[config.mk]
export PLATFORM = sky130hd
export DESIGN_NAME = irq_pulse_merge
export DESIGN_NICKNAME = d
export VERILOG_FILES = /design/src/rtl/irq_pulse_merge.sv
export SDC_FILE = /design/constraint.sdc
export NUM_CORES = 1
export LEC_CHECK = 0
export BUFFER_PORTS_ARGS = -buffer_cell sky130_fd_sc_hd__buf_4
export CORE_UTILIZATION = 27
export CTS_CLUSTER_SIZE = 10
export DETAILED_ROUTE_END_ITERATION = 10
export PLACE_DENSITY = 0.82
export SYNTH_ARGS = -nofsm -noshare
export SYNTH_HDL_FRONTEND = slang
export SYNTH_SLANG_ARGS = --single-unit
[constraint.sdc]
create_clock -name clk -period 0.8 [get_ports clk]
set_clock_uncertainty 0.1 [all_clocks]
set_input_delay 0.24 -clock clk [delete_from_list [all_inputs] [get_ports clk]]
set_output_delay 0.24 -clock clk [all_outputs]
set_load 0.005 [all_outputs]
[src/rtl/irq_pulse_merge.sv]
module irq_pulse_merge #(
  parameter int NUM_SRC = 4,
  parameter int EN_LSB  = 1,
  parameter int DATA_W  = 32
) (
  input  logic              clk,
  input  logic              rst_n,
  input  logic [NUM_SRC-1:0] src_level,
  input  logic              cfg_we,
  input  logic [DATA_W-1:0] cfg_wdata,
  output logic [DATA_W-1:0] cfg_rdata,
  output logic              irq_pulse
);
  localparam int EN_MSB = EN_LSB + NUM_SRC - 1;

  logic [NUM_SRC-1:0] en_q;
  logic [NUM_SRC-1:0] seen_q;
  logic               pulse_q;

  wire [NUM_SRC-1:0] live = src_level & en_q;
  wire [NUM_SRC-1:0] rise = live & ~seen_q;
  wire unused_wdata = ^{cfg_wdata[EN_LSB-1:0], cfg_wdata[DATA_W-1:EN_MSB+1]};

  always_ff @(posedge clk) begin
    if (!rst_n) begin
      en_q    <= '0;
      seen_q  <= '0;
      pulse_q <= 1'b0;
    end else begin
      if (cfg_we) en_q <= cfg_wdata[EN_MSB:EN_LSB];
      seen_q  <= live;
      pulse_q <= |rise;
    end
  end

  always_comb begin
    cfg_rdata = '0;
    cfg_rdata[EN_MSB:EN_LSB] = en_q;
  end

  assign irq_pulse = pulse_q;

  assert_reset_quiet_R1: assert property (@(posedge clk)
    !rst_n |=> (!irq_pulse && cfg_rdata == '0));

  assert_write_lands_R2: assert property (@(posedge clk) disable iff (!rst_n)
    cfg_we |=> cfg_rdata[EN_MSB:EN_LSB] == $past(cfg_wdata[EN_MSB:EN_LSB]));

  assert_steady_silent_R5: assert property (@(posedge clk) disable iff (!rst_n)
    (!cfg_we && $stable(src_level) && $stable(cfg_rdata) && !irq_pulse) |=> !irq_pulse);

  assert_masked_silent_R6: assert property (@(posedge clk) disable iff (!rst_n)
    ((src_level & cfg_rdata[EN_MSB:EN_LSB]) == '0) |=> !irq_pulse);

  assert_rsvd_zero_R3: assert property (@(posedge clk) disable iff (!rst_n)
    cfg_we |=> ($countones(cfg_rdata) <= NUM_SRC && !cfg_rdata[0]));
endmodule

==> summary.md <==
| Metric | Value |
|---|---|
| CTS buffer count | `3` |
| Cell Chain, Critical Path | `buf_6` |
| Post-synth cell types | `10` |
| Post-route total power | `about 1000 µW` |
| Synth Cell Area | `around 530 µm²` |
| Instance area after placement | `551.8 µm²` |
| Cell type contributing the most total cell area after synthesis | `buf_4` |
| Via count of the first global-routing pass | `between 300 and 400` |
| Synth Area in Adders | `0%` |
| Effective utilization at floorplan | `between 20% and 30%` |
| FP Rows | `15` |
| Largest family of logic cells by synthesized area | `buffers and inverters` |
| First-pass GRT wire length | `roughly 1.2 mm` |
| Simple-gate area share of the yosys netlist | `a little over an eighth` |
| Clock input transition at the sequential cells of the worst setup and hold paths | `approximately 0.060 ns` |
| Number of DRC violations after detailed-routing iteration 0 | `0` |
| Final clock period utilization by the worst path | `128.7%` |
| Average size of a mapped cell | `just over 9 µm²` |
| Async S/R FF share, synth | `0%` |
| Worst endpoint data arrival time | `0.69 ns` |
| RSZ-0062 raised after global routing | `true` |
| Post-DR vias/cell | `roughly 3.5` |
| Crit path max-delay family | `flip-flops` |
| Worst Path Class, Setup | `register to output port` |
| Detail Placement HPWL | `635.9 µm` |
| Residual DRC count | `0` |
| Fraction of power consumed by combinational cells | `17.6%` |
| Total routing usage reported by global routing | `~8.6%` |
| Instance count of the mapped netlist | `57` |
| Clock period minus final worst setup slack | `about 1.0 ns` |
| Most area-consuming cells after synthesis | `buf_4 40%, dfxtp_1 34%, mux2i_1 7.6%, nand3b_1 5.7%, and3_1 4.7%` |
| Buffers plus inverters on the worst setup path | `1` |
| Synth warn | `0` |
| Data required time of the critical path | `about 0.46 ns` |
| Main synth FF type | `dfxtp_1` |
| Final weighted congestion in routability-driven placement | `roughly 0.6` |
| Hold_ws | `about 0.13 ns` |
| Pins Over Slew Limit | `0` |
| Mux share of post-synthesis cell area | `7.583%` |
| Fin cells | `103` |
| Portion of the post-synthesis area used by sequential elements | `between 30% and 40%` |
| Average wire per standard cell | `a little under 8 µm` |
| EDFF count, synth | `0` |
| Core region area | `about 1800 µm²` |
| Bufs on Longest Clock Path | `2` |
| Leakage | `around 0.00035 µW` |
| Number of top-level pins | `72` |
| Clk_lat worst skew | `~0.25 ns` |
| Post-placement cell count | `95` |
| Hold Crit Class | `primary input to register` |
| Synth top area share | `roughly two fifths` |
| Clock sink count | `9` |
| Total die area | `~2100 µm²` |
| Buffers added on ports | `15` |
| Slowest cell delay on critical path | `between 0.3 and 0.4 ns` |
| Largest vdd supply drop | `roughly 0.48 mV` |
| Crit-path slowest cell | `dfxtp_2` |
| Overall die width | `~46 µm` |
| Worst-path fanout max | `2` |
| Number of antenna diodes | `0` |
| Die Height | `46.22 µm` |
| Cell internal power dissipation | `roughly 760 µW` |
| Commonest cells post-synth | `28 x buf_4, 9 x dfxtp_1` |
| Sequential Power Share | `about half` |
| Total count of hold-check failures in the final report | `0` |
| Area grow syn2layout | `24.41%` |
| Worst Setup Start Kind | `register` |
| Complex-gate fraction of the synthesized area | `between 1.5 and 2%` |
| Register bit total from synthesis | `9` |
| Design area | `~660 µm²` |
| Worst path setup slack after routing | `-0.2297 ns` |
| Fraction of power spent switching nets | `a little under a quarter` |
| Fin nets | `118` |
| First drt pass iteration count | `1` |
| Run status | `finished with violations` |
| Maximum frequency from static timing analysis | `roughly 970 MHz` |
| Number of hold buffers added after CTS | `0` |
| Endpoint class of the critical path | `output port` |
| Most common cell in the netlist | `buf_4` |
| Fraction of final layout cells sized beyond drive strength 1 | `between 30% and 40%` |
| Final ANT Viol Nets | `0` |
| Failing checks | `negative setup slack` |
| Total routed wirelength | `around 800 µm` |
| Power density over the cells | `roughly 1500 nW/µm²` |
| H-tree Lvls | `1` |
| Part of the power in the clock network | `between 30% and 40%` |
| Initial antenna violation count | `0` |
| Maximum Capacitance Violations | `0` |
| Maximum number of pins on one net before global-route repair | `6` |
| Clock tree from TritonCTS | `done` |
| Cell at the root of the clock tree | `clkbuf_4` |
| Global route overflow | `0` |
| Via count | `356` |
| Pre-CTS WS | `-0.04513 ns` |
| Parity-gate share of the synthesized area counting xor and xnor cells | `0%` |
| Switching power summed over all nets | `around 240 µW` |
| Count of final setup violators | `10` |
-- per-stage QoR --
| stage | util [%] | setup TNS, ns |
|---|---|---|
| 2_1_floorplan | - | 0 |
| 4_1_cts | 35.65 | -1.372 |
| 6_report | 36.84 | -1.289 |
| 3_3_place_gp | 30.95 | -0.06139 |
| 5_1_grt | 36.84 | -1.587 |
| 3_5_place_dp | 30.95 | -0.1447 |
-- worst paths after layout --
kind                      from            to  slack [ns]  depth (start not counted)
setup / recovery       en_q[1]  cfg_rdata[2]       -0.23                          1
hold / removal    src_level[3]     seen_q[3]        0.13                          2
setup reg to reg       en_q[1]     irq_pulse       -0.09                          3
hold reg to reg      seen_q[0]     irq_pulse        0.45                          2
-- cells by family (layout without fill, tap and decap cells) --
logic type / after synthesis / after routing
AOI/OAI and AO/OA: 1 / 1
muxes: 4 / 4
and+or+nand+nor: 12 / 12
buffers and inverters: 30 / 24
other: 1 / 28
DFF: 9 / 9
-- state kept, by name, summed over array words and instances, names as in the netlist --
register   cells
seen_q         4
en_q           4
irq_pulse      1
-- per-layer routing --
metal	global-route usage, %	share of wire (%)
met1	6.993	36
met2	15.49	55
met3	3.922	8.6
met4	7.059	0
met5	0	0
-- timing repair --
action                                  4_1_cts  5_1_grt
resized for setup                             9        6
gates cloned                                  0        0
endpoints found under the setup margin        6       14
endpoints found under the hold margin         0        0
setup buffers                                 4        0
pin swaps                                     2        3
-- placed cells by master (no fill, tap or decap), types with 3 or more instances in the layout --
| master | n |
|---|---|
| conb_1 | 28 |
| buf_4 | 11 |
| buf_6 | 8 |
| dfxtp_2 | 5 |
| mux2i_1 | 4 |
| nor2_1 | 4 |
| nand3b_1 | 4 |
| dfxtp_1 | 4 |
| and3_1 | 3 |
| clkbuf_4 | 3 |
-- cell type report --
type                            instances  area, µm²
Clock buffer                            4      26.28
Fill cell                             189       1126
Tap cell                               25      31.28
Sequential cell                         9      186.4
Multi-Input combinational cell         45      236.5
Timing Repair Buffer                   19      172.7
Inverter                                1      3.754
-- power by group through the flow --
stage / Sequential (µW) / Combinational, µW / Clock (µW)
2_1_floorplan: 491 / 167 / 0
3_3_place_gp: 490 / 133 / 0
3_5_place_dp: 491 / 134 / 0
4_1_cts: 481 / 165 / 354
5_1_grt: 486 / 200 / 372
6_report: 485 / 176 / 337
Note: power is estimated with default switching activity, not from simulation.
